[src/rtl/mt_pkg.sv]
package mt_pkg;
  localparam int MT_CHANNELS = 4;
  localparam int MT_IDX_W    = $clog2(MT_CHANNELS);

  // word indices of the non-compare registers, following the compare block
  localparam int MT_COUNT_WORD  = MT_CHANNELS;
  localparam int MT_STATUS_WORD = MT_CHANNELS + 1;
  localparam int MT_ARM_WORD    = MT_CHANNELS + 2;
  localparam int MT_ENABLE_WORD = MT_CHANNELS + 3;

  typedef enum logic [2:0] {
    RD_NONE,
    RD_MATCH,
    RD_COUNT,
    RD_STATUS,
    RD_ARM,
    RD_ENABLE
  } rdKindT;

  typedef struct packed {
    logic [MT_CHANNELS-1:0] wrMatch;
    logic                   wrCount;
    logic                   wrClear;
    logic                   wrArm;
    logic                   wrEnable;
    rdKindT                 rdKind;
    logic [MT_IDX_W-1:0]    rdIdx;
  } ctrlStrobeT;
endpackage

[src/rtl/mt_ctrl.sv]
module mt_ctrl
  import mt_pkg::*;
#(
  parameter int ADDR_W = 8
) (
  input  logic              regWrite,
  input  logic [ADDR_W-1:0] regAddr,
  output ctrlStrobeT        strobes
);
  localparam int WORD_W = ADDR_W - 2;

  logic [WORD_W-1:0] wordIdx;
  logic              aligned;

  assign wordIdx = regAddr[ADDR_W-1:2];
  assign aligned = (regAddr[1:0] == 2'b00);

  always_comb begin
    strobes = '0;
    strobes.rdKind = RD_NONE;
    if (aligned) begin
      if (wordIdx < WORD_W'(MT_CHANNELS)) begin
        strobes.rdKind = RD_MATCH;
        strobes.rdIdx  = wordIdx[MT_IDX_W-1:0];
        for (int n = 0; n < MT_CHANNELS; n++) begin
          strobes.wrMatch[n] = regWrite && (wordIdx == WORD_W'(n));
        end
      end else if (wordIdx == WORD_W'(MT_COUNT_WORD)) begin
        strobes.rdKind  = RD_COUNT;
        strobes.wrCount = regWrite;
      end else if (wordIdx == WORD_W'(MT_STATUS_WORD)) begin
        strobes.rdKind  = RD_STATUS;
        strobes.wrClear = regWrite;
      end else if (wordIdx == WORD_W'(MT_ARM_WORD)) begin
        strobes.rdKind = RD_ARM;
        strobes.wrArm  = regWrite;
      end else if (wordIdx == WORD_W'(MT_ENABLE_WORD)) begin
        strobes.rdKind   = RD_ENABLE;
        strobes.wrEnable = regWrite;
      end
    end
  end
endmodule

[src/rtl/mt_datapath.sv]
module mt_datapath
  import mt_pkg::*;
#(
  parameter int CNT_W = 32
) (
  input  logic                   clk,
  input  logic                   rstN,
  input  logic                   tickEn,
  input  logic [CNT_W-1:0]       regWdata,
  input  ctrlStrobeT             strobes,
  output logic [CNT_W-1:0]       regRdata,
  output logic [MT_CHANNELS-1:0] irqOut,
  output logic                   sysReset,
  output logic [CNT_W-1:0]       countVal,
  output logic [MT_CHANNELS-1:0] statusVec,
  output logic [MT_CHANNELS-1:0] enableVec,
  output logic                   armBit
);
  localparam int WDOG_CH = MT_CHANNELS - 1;

  logic [CNT_W-1:0]       matchReg [MT_CHANNELS];
  logic [CNT_W-1:0]       countNext;
  logic [MT_CHANNELS-1:0] matchHit;
  logic [MT_CHANNELS-1:0] clearMask;
  logic                   stepping;

  assign countNext = countVal + CNT_W'(1);
  assign stepping  = tickEn && !strobes.wrCount;
  assign clearMask = strobes.wrClear ? regWdata[MT_CHANNELS-1:0] : '0;

  for (genvar ch = 0; ch < MT_CHANNELS; ch++) begin : g_chan
    always_ff @(posedge clk or negedge rstN) begin
      if (!rstN) begin
        matchReg[ch] <= '0;
      end else if (strobes.wrMatch[ch]) begin
        matchReg[ch] <= regWdata;
      end
    end
    assign matchHit[ch] = stepping && (countNext == matchReg[ch]);
  end

  always_ff @(posedge clk or negedge rstN) begin
    if (!rstN) begin
      countVal <= '0;
    end else if (strobes.wrCount) begin
      countVal <= regWdata;
    end else if (tickEn) begin
      countVal <= countNext;
    end
  end

  always_ff @(posedge clk or negedge rstN) begin
    if (!rstN) begin
      statusVec <= '0;
      enableVec <= '0;
      armBit    <= 1'b0;
      irqOut    <= '0;
      sysReset  <= 1'b0;
    end else begin
      statusVec <= (statusVec & ~clearMask) | matchHit;
      if (strobes.wrEnable) enableVec <= regWdata[MT_CHANNELS-1:0];
      if (strobes.wrArm)    armBit    <= regWdata[0];
      irqOut   <= statusVec & enableVec;
      sysReset <= armBit && matchHit[WDOG_CH];
    end
  end

  always_comb begin
    regRdata = '0;
    unique case (strobes.rdKind)
      RD_MATCH:  regRdata = matchReg[strobes.rdIdx];
      RD_COUNT:  regRdata = countVal;
      RD_STATUS: regRdata = CNT_W'(statusVec);
      RD_ARM:    regRdata = CNT_W'(armBit);
      RD_ENABLE: regRdata = CNT_W'(enableVec);
      default:   regRdata = '0;
    endcase
  end
endmodule

[src/rtl/os_match_timer.sv]
module os_match_timer
  import mt_pkg::*;
#(
  parameter int CNT_W  = 32,
  parameter int ADDR_W = 8
) (
  input  logic                   clk,
  input  logic                   rstN,
  input  logic                   tickEn,
  input  logic                   regWrite,
  input  logic [ADDR_W-1:0]      regAddr,
  input  logic [CNT_W-1:0]       regWdata,
  output logic [CNT_W-1:0]       regRdata,
  output logic [MT_CHANNELS-1:0] irqOut,
  output logic                   sysReset
);
  ctrlStrobeT             strobes;
  logic [CNT_W-1:0]       countVal;
  logic [MT_CHANNELS-1:0] statusVec;
  logic [MT_CHANNELS-1:0] enableVec;
  logic                   armBit;

  mt_ctrl #(.ADDR_W(ADDR_W)) u_ctrl (
    .regWrite (regWrite),
    .regAddr  (regAddr),
    .strobes  (strobes)
  );

  mt_datapath #(.CNT_W(CNT_W)) u_dp (
    .clk       (clk),
    .rstN      (rstN),
    .tickEn    (tickEn),
    .regWdata  (regWdata),
    .strobes   (strobes),
    .regRdata  (regRdata),
    .irqOut    (irqOut),
    .sysReset  (sysReset),
    .countVal  (countVal),
    .statusVec (statusVec),
    .enableVec (enableVec),
    .armBit    (armBit)
  );
endmodule

[config.mk]
export PLATFORM = sky130hd
export DESIGN_NAME = os_match_timer
export DESIGN_NICKNAME = d
export VERILOG_FILES = /design/src/rtl/mt_pkg.sv /design/src/rtl/mt_ctrl.sv /design/src/rtl/mt_datapath.sv /design/src/rtl/os_match_timer.sv
export SDC_FILE = /design/constraint.sdc
export NUM_CORES = 1
export LEC_CHECK = 0
export BUFFER_PORTS_ARGS = -buffer_cell sky130_fd_sc_hd__buf_2
export CAP_MARGIN = 15
export CORE_MARGIN = 4
export CORE_UTILIZATION = 64
export DETAILED_ROUTE_END_ITERATION = 16
export PLACE_DENSITY = 0.84
export SYNTH_ARGS = -nofsm -noshare
export SYNTH_HDL_FRONTEND = slang
export SYNTH_HIERARCHICAL = 1
export SYNTH_SLANG_ARGS = --single-unit
[constraint.sdc]
create_clock -name clk -period 6.2 [get_ports clk]
set_input_delay 0.31 -clock clk [delete_from_list [all_inputs] [get_ports clk]]
set_output_delay 0.31 -clock clk [all_outputs]
set_load 0.1 [all_outputs]
==> results of run 1 <==
==> timing repair <==
action / CTS / global route
hold buffers: 1 / 0
endpoints found under the setup margin: 0 / 0
hold endpoints to repair: 67 / 0
==> worst max-delay path: stages, from the launching register on <==
cell and delay, ns:
dfrtp_1 0.64, ha_1 0.68, and4_1 0.37, nand4_1 0.52, nor4_1 1.00, xnor2_1 0.32, xnor2_1 0.25, or4b_1 0.57
nor3_1 0.14
==> worst paths after layout <==
| kind | depth (start not counted) | endpoint |
|---|---|---|
| worst max register to register | 8 | u_dp/sysReset |
| min in group asynchronous | 2 | u_dp/matchReg[4] |
| worst max-delay path | 8 | u_dp/sysReset |
| max in group asynchronous | 3 | u_dp/matchReg[85] |
| worst min-delay path | 3 | u_dp/countVal[7] |
| worst min register to register | 1 | u_dp/irqOut[1] |
==> stage by stage <==
step                instances  hold slack, ns  total power, mW  cell area [um^2]  utilization
finish                   1484           0.137             3.27             13500        0.713
global route             1484           0.142             3.38             13500        0.713
CTS                      1484           0.132             3.25             13500        0.713
detailed placement       1452           0.344             2.18             12900        0.682
global placement         1452           0.337             2.16             12900        0.682
floorplan                1194          0.0144             1.94             12400            -
==> routing by layer <==
| layer | up-vias | routed length, um |
|---|---|---|
| met4 | 2 | 1460 |
| met2 | 754 | 18800 |
| met5 | - | 13 |
| li1 | 4471 | - |
| met3 | 126 | 4660 |
| met1 | 5244 | 16900 |
==> sequential cells by signal (all words and copies together), names as in the netlist <==
register	count
u_dp/armBit	1
u_dp/countVal	32
u_dp/enableVec	4
u_dp/irqOut	4
u_dp/matchReg	128
u_dp/statusVec	4
u_dp/sysReset	1
==> kinds of logic after synthesis <==
logic type	share of synthesized area
AO/OA/AOI/OAI	0.113
XOR/XNOR	0.137
adder cells (fa/ha/maj)	0.00101
buffers and inverters	0.0417
flip-flops	0.350
multiplexers	0.177
AND/OR/NAND/NOR	0.180
==> layout by cell type, fill, tap and decap left out, drive strengths merged, types with 10 or more instances in the layout <==
cell,count
nand4,36
nor2b,12
nand2,106
buf,96
xor2,55
nor2,28
nor3,33
mux4,32
a21oi,15
and3,14
nor4,33
xnor2,79
or3,10
nand3,40
o21ai,67
nand2b,12
inv,30
nor3b,11
xnor3,22
clkbuf,19
a22o,31
and2,11
mux2,125
dfrtp,174
==> final cells by class <==
| class | count | area, um^2 |
|---|---|---|
| multi-input combinational | 898 | 7590 |
| fill | 1376 | 5420 |
| sequential | 174 | 4350 |
| timing repair buffer | 97 | 537 |
| clock buffer | 19 | 453 |
| tap | 260 | 325 |
| clock inverter | 12 | 125 |
| inverter | 24 | 90.1 |
==> power breakdown <==
| part | switching, mW | internal (mW) |
|---|---|---|
| clock | 0.492 | 0.583 |
| sequential | 0.224 | 1.21 |
| combinational | 0.427 | 0.336 |
==> key figures, run 1 <==
Yosys
  – Number of storage elements in the synthesis netlist: 174
  – Number of flops mapped to enable cells by yosys: 0
  – Synth top cells by count: dfrtp_1 (174), mux2_2 (125), nand2_1 (105), xnor2_1 (78), o21ai_0 (66)
  – Warnings from Yosys: 6
  – Number of different library cells in the post-synthesis netlist: 85
  – Net count after synthesis: roughly 1200
  – Post-synth top flop: dfrtp_1
  – Post-synthesis average cell area: 10.4 um^2
  – Post-synth design cell area: 12400 um^2
  – Top cell type's share of synthesized area: 0.350
  – Library cell with the largest summed area after synthesis: dfrtp_1
  – Async S/R FF share, synth: 1.00
  – Gate Count Post-Synth: 1194
  – Synth area leaders: dfrtp_1 (35%), mux2_2 (11%), mux4_2 (5.8%)
  – Seq/Total Area, Yosys: 0.350
  – Most repeated cell in the gate-level netlist after synthesis: dfrtp_1

Global route
  – Vias in the first global route: between 10000 and 15000
  – Global route overflow: 0
  – Gr usage total: 0.389
  – Met3 routing resource usage after global routing: 0.0851
  – Number of antenna violations at the first check in global routing: 1
  – Met2 Usage GRT: 0.592
  – Wire length of the first global-routing pass: approximately 64000 um
  – Pin count of the biggest net entering global routing: 76
  – M1 GR Usage: 0.560
  – GRT Max-Usage Layer: met2

Timing
  – Setup TNS: 0 ns
  – Number of hold-slack violations in the final timing report: 0
  – Highest clock rate: 219 MHz
  – Worst slew pin tran: 1.24 ns
  – Final Skew: 0.0146 ns
  – Setup repair after global routing missed its margin: no
  – Max-slew violation count: 0
  – Tightest slew margin relative to the limit: 0.170
  – Worst-case setup margin in the final layout: 1.62 ns
  – Post-route clock period utilization: 0.738
  – Number of setup violations in the final report: 0
  – Fin crit period: 4.58 ns

Detailed routing
  – Average vias per placed instance: around 7.1
  – Per-cell routed wire length: 28.2 um
  – Detailed Route Iter0 Violations: approximately 1300
  – First-pass iteration count of the detailed router: 6
  – Vias after detailed routing: roughly 11000
  – Final antenna-violating net count: 0
  – Residual DRC count: 0
  – Wire length after detailed routing: 41800 um

Finish
  – Diode count: 0
  – Share of layout cells above drive strength 1: 0.262
  – Fin nets: 1257
  – Synthesis-to-finish area growth: 8.46%

Die
  – Starting Density: 0.658
  – Vertical extent of the die: 147 um
  – Overall die width: 147 um
  – Site Rows: 50
  – Top-Level Pins: 81
  – Area enclosed by the die boundary: 21700 um^2
  – Total core area: 18900 um^2

Clock tree
  – Clk root buf: clkbuf_16
  – Longest Clk Path Bufs: 2
  – Post-cts repair resize count: 0
  – Post-CTS setup repair buffer count: 0
  – Number of levels in the clock H-tree: 4
  – Worst-path clk slew: around 0.07 ns
  – Clock tree from TritonCTS: done
  – Clock buffers created by TritonCTS: 17
  – Insertion delay of the later-clocked pin in the worst-skew pair: 0.44 ns
  – Number of clock sinks: about 170

Setup path
  – CP Max Fanout: 17
  – RR Startpoint: u_dp/countVal[0]
  – Critical path class: flop to flop
  – Required arrival time at the worst endpoint: 6.54 ns
  – Type of element launching the critical path: flop
  – Flop2flop setup slack: 1.62 ns
  – Origin of the worst setup path: u_dp/countVal[0]
  – Arrival time at the worst endpoint: 4.92 ns
  – Endpoint type of the worst setup path: flop

Min path
  – Worst hold-check path type: primary input to flop
  – Hold Startpoint: regWdata[7]

Run status
  – Run status: finished clean

Placed design
  – Port bufs: 80
  – DP Wirelength: between 30000 and 40000 um
  – Last weighted congestion value of the routability-driven placer: between 1 and 1.5
  – Worst slack, placed: 1.83 ns

Pwr
  – Pwr/cell area: ~240 nW/um^2
  – Leak pwr: 5.69 nW
  – Worst VDD drop: between 0.2 and 0.25 mV

Job
  – Max Cap Viol: 0
(Power assumes the default switching activity.)
==> run 2: changes to the inputs <==
--- a/config.mk
+++ b/config.mk
@@ -8,9 +8,9 @@
 export BUFFER_PORTS_ARGS = -buffer_cell sky130_fd_sc_hd__buf_2
 export CAP_MARGIN = 15
 export CORE_MARGIN = 4
-export CORE_UTILIZATION = 64
+export CORE_UTILIZATION = 62
 export DETAILED_ROUTE_END_ITERATION = 16
-export PLACE_DENSITY = 0.84
+export PLACE_DENSITY = 0.81
 export SYNTH_ARGS = -nofsm -noshare
 export SYNTH_HDL_FRONTEND = slang
 export SYNTH_HIERARCHICAL = 1
==> constraint.sdc (replaced) <==
create_clock -name clk -period 4.5 [get_ports clk]
set_input_delay 0.225 -clock clk [delete_from_list [all_inputs] [get_ports clk]]
set_output_delay 0.225 -clock clk [all_outputs]
set_load 0.1 [all_outputs]
==> key figures, run 2 (same netlist as run 1, synthesis figures left out) <==
Die
  – Area enclosed by the die boundary: 22400 um^2 (+3.1%)
  – Total core area: 19600 um^2 (+3.7%)
  – Overall die width: 150 um (+1.5%)
  – Vertical extent of the die: 150 um (+1.5%)
  – Starting Density: 0.634 (-0.0234)
  – Top-Level Pins: 81 (unchanged)
  – Site Rows: 51 (+2.0%)

Detailed routing
  – Wire length after detailed routing: 41500 um (-0.77%)
  – Per-cell routed wire length: 27.4 um (-3.0%)
  – Average vias per placed instance: 7.00 (-2.0%)
  – Final antenna-violating net count: 0 (unchanged)
  – Detailed Route Iter0 Violations: 1543 (+16%)
  – First-pass iteration count of the detailed router: 9 (+3)
  – Residual DRC count: 0 (unchanged)
  – Vias after detailed routing: 10600 (+0.21%)

Setup path
  – Critical path class: flop to flop
  – Critical path cell sequence: buf_4 -> and3_1 -> nand4_1 -> o21ai_0 -> mux2i_1 -> or4_1 -> nor4_1 -> a31o_2
  – Cell type of the slowest stage on the worst timing path: o21ai_0
  – Origin of the worst setup path: u_dp/countVal[0]
  – Critical path's largest stage delay: 0.77 ns (-0.23 ns)
  – Arrival time at the worst endpoint: 4.36 ns (-0.56 ns)
  – Required arrival time at the worst endpoint: 4.86 ns (-1.68 ns)
  – Type of element launching the critical path: flop
  – CP Max Fanout: 12 (-5)
  – Endpoint type of the worst setup path: flop
  – RR Startpoint: u_dp/countVal[0]

Finish
  – Most common cell after layout, fill and taps aside: dfrtp_1
  – Fin nets: 1285 (+2.2%)
  – Max reg flops: 128 (unchanged)
  – Leading registers by flop count: u_dp/matchReg x128, u_dp/countVal x32
  – Share of layout cells above drive strength 1: 0.278 (+0.0155)
  – Largest register by flop count: u_dp/matchReg
  – Diode count: 0 (unchanged)
  – Final non-filler cell area: 13700 um^2 (+1.9%)
  – Leading cell types in the layout, fill and taps excluded: dfrtp_1 (174), mux2_2 (125), nand2_1 (105)
  – Layout filler cell count: 1436 (+4.4%)
  – Synthesis-to-finish area growth: 10.6%

Min path
  – Worst hold-check path type: primary input to flop
  – Hold Startpoint: regWdata[10]

Clock tree
  – Number of levels in the clock H-tree: 4 (unchanged)
  – Post-CTS setup repair buffer count: 0 (unchanged)
  – Number of clock sinks: 174 (unchanged)
  – Worst-path clk slew: 0.07 ns (about the same)
  – Insertion delay of the later-clocked pin in the worst-skew pair: 0.43 ns (about the same)
  – Longest Clk Path Bufs: 2 (unchanged)
  – Clock buffers created by TritonCTS: 17 (unchanged)
  – Clock tree from TritonCTS: done
  – Clk root buf: clkbuf_16

Pwr
  – Worst VDD drop: 0.220 mV (-9.1%)
  – Pwr/cell area: 339 nW/um^2 (+40%)
  – Leak pwr: 5.86 nW (+3.0%)

Timing
  – Fin crit period: 4.00 ns (-0.580 ns)
  – Worst slew pin tran: 0.866 ns (-0.375 ns)
  – Highest clock rate: 250 MHz (+15%)
  – Max-slew violation count: 0 (unchanged)
  – Number of hold-slack violations in the final timing report: 0 (unchanged)
  – Tightest slew margin relative to the limit: 0.418 (+0.247)
  – Setup TNS: 0 ns (unchanged)
  – Post-route clock period utilization: 0.888 (+0.150)
  – Setup repair after global routing missed its margin: no
  – Final Skew: 0.0122 ns (-0.00238 ns)
  – Number of setup violations in the final report: 0 (unchanged)

Run status
  – Run status: finished clean

Global route
  – Pin count of the biggest net entering global routing: 97 (+28%)
  – Vias in the first global route: 10400 (+1.8%)
  – Gr usage total: 0.383 (-0.00555)
  – Number of antenna violations at the first check in global routing: 0 (-1)
  – Wire length of the first global-routing pass: 64300 um (+0.12%)
  – Global route overflow: 0 (unchanged)

Placed design
  – Placed cell areas: 13100 um^2 (+1.8%)
  – Last weighted congestion value of the routability-driven placer: 1.04 (-1.7%)
  – DP Wirelength: 30400 um (-0.76%)
  – Port bufs: 80 (unchanged)

Job
  – Max Cap Viol: 0 (unchanged)
==> run 2: per-layer routing <==
| metal | vias up | GRT usage | part of all wire |
|---|---|---|---|
| met5 | - | 0 | 0 |
| met4 | 0 | 0.142 | 0.045 |
| met2 | 713 | 0.587 | 0.45 |
| met1 | 5259 | 0.547 | 0.40 |
| li1 | 4506 | - | - |
| met3 | 141 | 0.0745 | 0.10 |
==> run 2: final cells by class <==
type,instances,area (um^2),area share
tap,265,332,0.0241
clock inverter,13,178,0.0129
inverter,24,90.1,0.00656
multi-input combinational,898,7590,0.553
clock buffer,19,433,0.0315
timing repair buffer,125,759,0.0553
sequential,174,4350,0.317
==> run 2: path summary, 6_finish.rpt <==
path,endpoint,slack [ns],cells after the start
setup / recovery,u_dp/statusVec[0],0.50,8
hold / removal,u_dp/countVal[10],0.05,3
setup reg to reg,u_dp/statusVec[0],0.50,8
hold reg to reg,u_dp/irqOut[0],0.51,1
max in group asynchronous,u_dp/matchReg[113],3.12,3
min in group asynchronous,u_dp/matchReg[0],0.40,2
==> run 2: critical path: cells and delay by family, from the launching register on <==
kind            cells  cell delay, ns
compound gates      2            0.97
buf+inv             1            0.25
flops               1            0.39
mux                 1            0.28
simple gates        4            2.03
==> run 2: per-stage QoR <==
stage,hold slack (ns),power [mW],setup slack (ns),cells,utilization
2_1_floorplan,-0.0706,2.67,1.10,1194,-
3_3_place_gp,0.299,3.03,0.485,1485,0.670
3_5_place_dp,0.299,3.06,0.688,1485,0.670
4_1_cts,0.0351,4.63,0.614,1518,0.701
5_1_grt,0.0673,4.81,0.378,1518,0.701
6_report,0.0467,4.65,0.504,1518,0.701
==> run 2: repair_timing <==
| action | CTS | global route |
|---|---|---|
| resized for setup | 0 | 0 |
| hold endpoints to repair | 78 | 0 |
| hold buffers | 1 | 0 |
==> run 2: report_power, final <==
| part | switching (mW) | leakage (nW) | internal, mW | total, mW |
|---|---|---|---|---|
| clock network | 0.671 | 0.296 | 0.890 | 1.56 |
| registers | 0.204 | 2.29 | 1.67 | 1.87 |
| logic | 0.714 | 3.27 | 0.507 | 1.22 |
